**config.mk**
```make
export PLATFORM = sky130hd
export DESIGN_NAME = cfg_port_decoder
export DESIGN_NICKNAME = d
export VERILOG_FILES = /design/src/rtl/cfg_pkg.sv /design/src/rtl/cfg_rst_sync.sv /design/src/rtl/cfg_addr_decode.sv /design/src/rtl/cfg_key_fsm.sv /design/src/rtl/cfg_bank_regs.sv /design/src/rtl/cfg_port_decoder.sv
export SDC_FILE = /design/constraint.sdc
export NUM_CORES = 1
export LEC_CHECK = 0
export BUFFER_PORTS_ARGS = -buffer_cell sky130_fd_sc_hd__buf_2
export CAP_MARGIN = 5
export CORE_UTILIZATION = 39
export CTS_CLUSTER_DIAMETER = 200
export CTS_CLUSTER_SIZE = 24
export DETAILED_ROUTE_END_ITERATION = 8
export GPL_ROUTABILITY_DRIVEN = 0
export PLACE_DENSITY_LB_ADDON = 0.3
export SLEW_MARGIN = 20
export SYNTH_ARGS = -nofsm -noshare
export SYNTH_HDL_FRONTEND = slang
export SYNTH_SLANG_ARGS = --single-unit
export TNS_END_PERCENT = 10
```
**constraint.sdc**
```tcl
create_clock -name clk -period 1.9 [get_ports clk]
set_clock_uncertainty 0.1 [all_clocks]
set_input_delay 0.095 -clock clk [delete_from_list [all_inputs] [get_ports clk]]
set_output_delay 0.095 -clock clk [all_outputs]
set_load 0.01 [all_outputs]
```
**src/rtl/cfg_pkg.sv**
```systemverilog
package cfg_pkg;
  typedef enum logic [1:0] {
    KS_LOCKED = 2'd0,
    KS_ARMED  = 2'd1,
    KS_OPEN   = 2'd2
  } key_state_e;

  localparam logic [7:0] SEL_INDEX = 8'h07;
  localparam logic [7:0] ID_INDEX  = 8'h20;
  localparam logic [7:0] FWD_INDEX = 8'h30;
  localparam logic [7:0] IDLE_BYTE = 8'hFF;
endpackage

```
**src/rtl/cfg_rst_sync.sv**
```systemverilog
module cfg_rst_sync (
  input  logic clk,
  input  logic rst_n,
  output logic rst_sync_n
);
  logic [1:0] sync_q;

  always_ff @(posedge clk or negedge rst_n) begin
    if (!rst_n) sync_q <= 2'b00;
    else        sync_q <= {sync_q[0], 1'b1};
  end

  assign rst_sync_n = sync_q[1];
endmodule

```
**src/rtl/cfg_addr_decode.sv**
```systemverilog
module cfg_addr_decode #(
  parameter int                ADDR_W = 16,
  parameter logic [ADDR_W-1:0] BASE_A = 16'h002E,
  parameter logic [ADDR_W-1:0] BASE_B = 16'h004E
) (
  input  logic [ADDR_W-1:0] addr,
  input  logic              base_sel,
  input  logic              wr,
  input  logic              rd,
  output logic              idx_hit,
  output logic              idx_wr,
  output logic              idx_rd,
  output logic              dat_wr,
  output logic              dat_rd
);
  logic [ADDR_W-1:0] base;
  logic              dat_hit;

  always_comb begin
    base    = base_sel ? BASE_B : BASE_A;
    idx_hit = (addr == base);
    dat_hit = (addr == base + ADDR_W'(1));
    idx_wr  = idx_hit & wr;
    idx_rd  = idx_hit & rd;
    dat_wr  = dat_hit & wr;
    dat_rd  = dat_hit & rd;
  end
endmodule

```
**src/rtl/cfg_key_fsm.sv**
```systemverilog
module cfg_key_fsm
  import cfg_pkg::*;
#(
  parameter logic [7:0] UNLOCK_A = 8'h87,
  parameter logic [7:0] LOCK_A   = 8'hAA,
  parameter logic [7:0] UNLOCK_B = 8'h88,
  parameter logic [7:0] LOCK_B   = 8'hBB
) (
  input  logic       clk,
  input  logic       rst_n,
  input  logic       alt_key,
  input  logic       idx_wr,
  input  logic       dat_acc,
  input  logic [7:0] wdata,
  output logic       unlocked,
  output logic       idx_load
);
  key_state_e state_q, state_d;
  logic [7:0] unlock_key, lock_key;

  always_comb begin
    unlock_key = alt_key ? UNLOCK_B : UNLOCK_A;
    lock_key   = alt_key ? LOCK_B   : LOCK_A;
    state_d    = state_q;
    unique case (state_q)
      KS_LOCKED: if (idx_wr && wdata == unlock_key) state_d = KS_ARMED;
      KS_ARMED: begin
        if (idx_wr)       state_d = (wdata == unlock_key) ? KS_OPEN : KS_LOCKED;
        else if (dat_acc) state_d = KS_LOCKED;
      end
      KS_OPEN:   if (idx_wr && wdata == lock_key) state_d = KS_LOCKED;
      default:   state_d = KS_LOCKED;
    endcase
  end

  always_ff @(posedge clk or negedge rst_n) begin
    if (!rst_n) state_q <= KS_LOCKED;
    else        state_q <= state_d;
  end

  assign unlocked = (state_q == KS_OPEN);
  assign idx_load = unlocked & idx_wr & (wdata != lock_key);
endmodule

```
**src/rtl/cfg_bank_regs.sv**
```systemverilog
module cfg_bank_regs
  import cfg_pkg::*;
#(
  parameter int         NUM_DEV = 9,
  parameter logic [7:0] CHIP_ID = 8'hA7,
  localparam int        RD_W    = 8 * NUM_DEV
) (
  input  logic               clk,
  input  logic               rst_n,
  input  logic               unlocked,
  input  logic               idx_load,
  input  logic [7:0]         wdata,
  input  logic               dat_wr,
  input  logic               dat_rd,
  input  logic [RD_W-1:0]    dev_rdata,
  output logic [7:0]         index_q,
  output logic [NUM_DEV-1:0] dev_sel,
  output logic               dev_wr,
  output logic               dev_rd,
  output logic [7:0]         dat_rdata
);
  logic [7:0] ldn_q, ldn_d, index_d, dev_byte;
  logic       ldn_en, fwd, ldn_ok, acc_ok;

  always_comb begin
    index_d = wdata;
    ldn_d   = wdata;
    ldn_en  = unlocked & dat_wr & (index_q == SEL_INDEX);
    fwd     = (index_q >= FWD_INDEX);
    ldn_ok  = (ldn_q < 8'(NUM_DEV));
    acc_ok  = unlocked & fwd & ldn_ok;
    dev_wr  = acc_ok & dat_wr;
    dev_rd  = acc_ok & dat_rd;
  end

  for (genvar g = 0; g < NUM_DEV; g++) begin : g_sel
    assign dev_sel[g] = acc_ok & (dat_wr | dat_rd) & (ldn_q == 8'(g));
  end

  always_comb begin
    dev_byte = IDLE_BYTE;
    for (int i = 0; i < NUM_DEV; i++) begin
      if (ldn_q == 8'(i)) dev_byte = dev_rdata[8*i +: 8];
    end
  end

  always_comb begin
    if (!unlocked)               dat_rdata = IDLE_BYTE;
    else if (index_q == SEL_INDEX) dat_rdata = ldn_q;
    else if (index_q == ID_INDEX)  dat_rdata = CHIP_ID;
    else if (fwd)                  dat_rdata = dev_byte;
    else                           dat_rdata = 8'h00;
  end

  always_ff @(posedge clk or negedge rst_n) begin
    if (!rst_n) begin
      index_q <= 8'h00;
      ldn_q   <= 8'h00;
    end else begin
      if (idx_load) index_q <= index_d;
      if (ldn_en)   ldn_q   <= ldn_d;
    end
  end
endmodule

```
**src/rtl/cfg_port_decoder.sv**
```systemverilog
module cfg_port_decoder
  import cfg_pkg::*;
#(
  parameter int         ADDR_W   = 16,
  parameter int         NUM_DEV  = 9,
  parameter logic [7:0] CHIP_ID  = 8'hA7,
  parameter logic [7:0] UNLOCK_A = 8'h87,
  parameter logic [7:0] LOCK_A   = 8'hAA,
  parameter logic [7:0] UNLOCK_B = 8'h88,
  parameter logic [7:0] LOCK_B   = 8'hBB,
  localparam int        RD_W     = 8 * NUM_DEV
) (
  input  logic               clk,
  input  logic               rst_n,
  input  logic               base_sel,
  input  logic               alt_key,
  input  logic [ADDR_W-1:0]  bus_addr,
  input  logic               bus_wr,
  input  logic               bus_rd,
  input  logic [7:0]         bus_wdata,
  output logic [7:0]         bus_rdata,
  output logic [NUM_DEV-1:0] dev_sel,
  output logic [7:0]         dev_idx,
  output logic [7:0]         dev_wdata,
  output logic               dev_wr,
  output logic               dev_rd,
  input  logic [RD_W-1:0]    dev_rdata
);
  logic       rst_sync_n;
  logic       idx_hit, idx_wr, idx_rd, dat_wr, dat_rd;
  logic       unlocked, idx_load;
  logic [7:0] index_q, dat_rdata;

  cfg_rst_sync u_rst (.clk(clk), .rst_n(rst_n), .rst_sync_n(rst_sync_n));

  cfg_addr_decode #(.ADDR_W(ADDR_W)) u_dec (
    .addr(bus_addr), .base_sel(base_sel), .wr(bus_wr), .rd(bus_rd),
    .idx_hit(idx_hit), .idx_wr(idx_wr), .idx_rd(idx_rd),
    .dat_wr(dat_wr), .dat_rd(dat_rd)
  );

  cfg_key_fsm #(
    .UNLOCK_A(UNLOCK_A), .LOCK_A(LOCK_A), .UNLOCK_B(UNLOCK_B), .LOCK_B(LOCK_B)
  ) u_key (
    .clk(clk), .rst_n(rst_sync_n), .alt_key(alt_key), .idx_wr(idx_wr),
    .dat_acc(dat_wr | dat_rd), .wdata(bus_wdata),
    .unlocked(unlocked), .idx_load(idx_load)
  );

  cfg_bank_regs #(.NUM_DEV(NUM_DEV), .CHIP_ID(CHIP_ID)) u_bank (
    .clk(clk), .rst_n(rst_sync_n), .unlocked(unlocked), .idx_load(idx_load),
    .wdata(bus_wdata), .dat_wr(dat_wr), .dat_rd(dat_rd), .dev_rdata(dev_rdata),
    .index_q(index_q), .dev_sel(dev_sel), .dev_wr(dev_wr), .dev_rd(dev_rd),
    .dat_rdata(dat_rdata)
  );

  assign dev_idx   = index_q;
  assign dev_wdata = bus_wdata;

  always_comb begin
    if (idx_rd)      bus_rdata = unlocked ? index_q : IDLE_BYTE;
    else if (dat_rd) bus_rdata = dat_rdata;
    else             bus_rdata = IDLE_BYTE;
  end
endmodule

```
==> results_dict.tcl <==
set metrics [dict create \
    status "finished with violations" \
    violations "setup timing" \
    power_frac_comb_pct 20.0 \
    synthXorXnorAreaFrac_pct 0 \
    synthSimpleGateAreaFrac_pct 26.9 \
    ioPinCount 137 \
    synthMuxAreaShare_pct 17.1 \
    io_buffers 136 \
    synth_most_common_cell "nor2_1" \
    ys.flop_type "dfrtp_1" \
    final_area_sq_mm 0.00339 \
    nets 541 \
    fin_ws_ps -561 \
    seqPwrFrac_pct 46.0 \
    syn-cell-area_sq_mm 0.00216 \
    drt-initial-drc-count 137 \
    synth-compound-area-share_pct 26.1 \
    tightest_slew_ps 728 \
    cp-start-kind "register" \
    cts_buffer_depth 2 \
    drc 0 \
    critPathMaxStageDelay_ps 540 \
    rows 26 \
    antenna_found_initial 0 \
    ys_top_cells_by_count "nor2_1 (33), dfrtp_1 (20), nand2_1 (17)" \
    synth_top_area_share_pct 23.2 \
    gr-usage-all-layers_pct 26.2 \
    syn_area_per_cell_sq_um 8.49 \
    clock_sinks 20 \
    synth_fa_ha_area_share_pct 0 \
    die_x_microns 76.4 \
    fp.dieH_microns 76.4 \
    path_class "reg2out" \
    fin_crit_ps 2460 \
    grt_pass1_wl_microns 12300 \
    grt_pass1_vias 2648 \
    ys_seq_elements 20 \
    hold_class "in2reg" \
    overflow 0 \
    p_sw_w 0.000229 \
    clk_latency_ps 260 \
    slowest_stage "or4_1" \
    finalCritPeriodShare_pct 130 \
    synth_top_family_by_area "simple AND/OR/NAND/NOR gates" \
    start_util_pct 41.4 \
    ys_top_cells_by_area "dfrtp_1 (23%), mux2_2 (7.3%), nor2_1 (5.7%)" \
    via_per_inst 5.46 \
    p_sw_share_pct 24.2 \
    fmax_ghz 0.406 \
    hold_viol 0 \
    seq_area_frac_synth_pct 23.2 \
    rsz0062_at_grt "yes" \
    drt-total-wl_microns 7740 \
    synth_edf_count 0 \
    netlist_instances 254 \
    diodes 0 \
    whs_ps 32.0 \
    cts_tree "built" \
    max_cap_viol_count 0 \
    path_clk_slew_ps 70 \
    yosysWarningCount 0 \
    dp.cells 502 \
    synthArstFlopShare_pct 100 \
    synth_top_area_cell "dfrtp_1" \
    p_leak_nw 1.71 \
    ir_drop_v 0.000483 \
    areaGrowthSynthToFinish_pct 57.5 \
    grt_start_max_net_pins 19 \
    placed_area_sq_mm 0.00327 \
    crit_fanout 5 \
    dieArea_sq_mm 0.00583 \
    synth_nets 356 \
    slew_headroom_pct 51.5 \
    finalSetupViolations 27 \
    cp.required_ps 1700 \
    h-tree-depth 1 \
    stdcell_count 508 \
    power.density_mw_per_mm2 279 \
    pwr-share-clk_pct 34.0 \
    wire_per_inst_microns 15.2 \
    synth.distinct_cells 60 \
    final_antenna_net_count 0 \
    via_count 2773 \
    cts_root_buf "clkbuf_8" \
    cts_made_buffers 3 \
    end_kind "primary output" \
    core_area_sq_mm 0.00520 \
    drive_gt1_share_pct 56.2 \
    nFillCells 451 \
    dp_hpwl_microns 6360 \
    slew_viol_final 0 \
    internal-power_w 0.000717 \
    firstDrtPassIters 4 \
    cp_cell_sequence "or4_1, buf_6, nor2_8, o21ai_2, a221o_1, o211ai_1, a31oi_1, buf_2" \
    cp.arrival_ps 2270 \
]
layout make-up:
class,instances,area (sq um),share of cell area [%]
Multi-Input combinational cell,207,1550,45.7
Tap cell,70,87.6,2.58
Timing Repair Buffer,200,1170,34.6
Clock buffer,4,55.1,1.62
Inverter,7,26.3,0.774
Sequential cell,20,500,14.7
logic make-up (layout without fill, tap and decap cells):
group,after synthesis,count (layout)
buffers and inverters,27,211
AO/OA/AOI/OAI,81,81
multiplexers,31,31
other,1,1
AND/OR/NAND/NOR,94,94
flip-flops,20,20
state kept, by name (all words and copies together), names as in the netlist:
name            count
u_bank.index_q      8
u_bank.ldn_q        8
u_rst.sync_q        2
u_key.state_q       2
power groups by stage:
stage	clock network (W)	registers [W]	logic [W]
after floorplan	0	0.000442	0.0000556
after global placement	0	0.000443	0.000182
after detailed placement	0	0.000444	0.000184
after CTS	0.000331	0.000435	0.000188
after global routing	0.000343	0.000437	0.000207
final	0.000322	0.000435	0.000190
layer usage:
metal  share of wire (%)  routed length, microns  global-route usage (%)
met1                  40                    3090                    31.3
met5                   0                       0                       0
met4                 2.1                     162                    9.23
met2                  50                    3860                    47.4
met3                 8.1                     624                    3.59
cell usage in the layout (no fill, tap or decap), types with 5 or more instances in the layout:
cell type	netlist	layout
a211oi_1	6	6
a21oi_1	5	5
a221o_1	5	5
a31oi_1	15	15
buf_2	3	135
buf_4	8	62
dfrtp_1	20	20
inv_1	7	7
mux2_2	14	14
mux2_4	8	8
mux2i_1	9	9
nand2_1	17	17
nor2_1	33	32
o21ai_0	15	15
o32ai_1	6	6
through the flow:
stage                     worst slack [ps]  util, %  setup TNS [ps]  power (W)
after detailed placement              -307     62.9           -4360   0.000628
final                                 -561     65.2           -9000   0.000946
after CTS                             -556     64.9           -8940   0.000954
after floorplan                       -127        -           -1840   0.000497
after global placement                -257     62.9           -3170   0.000626
after global routing                  -691     65.2          -11720   0.000986
critical path: cells and delay by family, from the launching register on:
| kind | cells | cell delay, ps |
|---|---|---|
| AO/OA/AOI/OAI | 4 | 680 |
| buffers and inverters | 2 | 310 |
| flip-flops | 1 | 390 |
| AND/OR/NAND/NOR | 2 | 630 |
timing repair:
item | 4_1_cts | 5_1_grt
pin swaps | 12 | 2
hold buffers | 1 | 0
setup buffers | 1 | 0
gates resized for setup | 7 | 3
endpoints found under the setup margin | 27 | 27
endpoints found under the hold margin | 2 | 0
worst paths after layout:
path / startpoint / to / slack (ps) / cells past startpoint
hold / removal: bus_wdata[6] / u_bank.ldn_q[6] / 30 / 2
setup / recovery: u_bank.ldn_q[4] / bus_rdata[5] / -560 / 8
min in group asynchronous: rst_n / u_rst.sync_q[0] / 50 / 2
max in group asynchronous: u_rst.sync_q[1] / u_bank.ldn_q[2] / 1040 / 0
hold reg to reg: u_rst.sync_q[1] / u_bank.ldn_q[1] / 200 / 0
setup reg to reg: u_bank.index_q[6] / u_bank.ldn_q[4] / -100 / 5
Power figures use the tool's default switching activity.
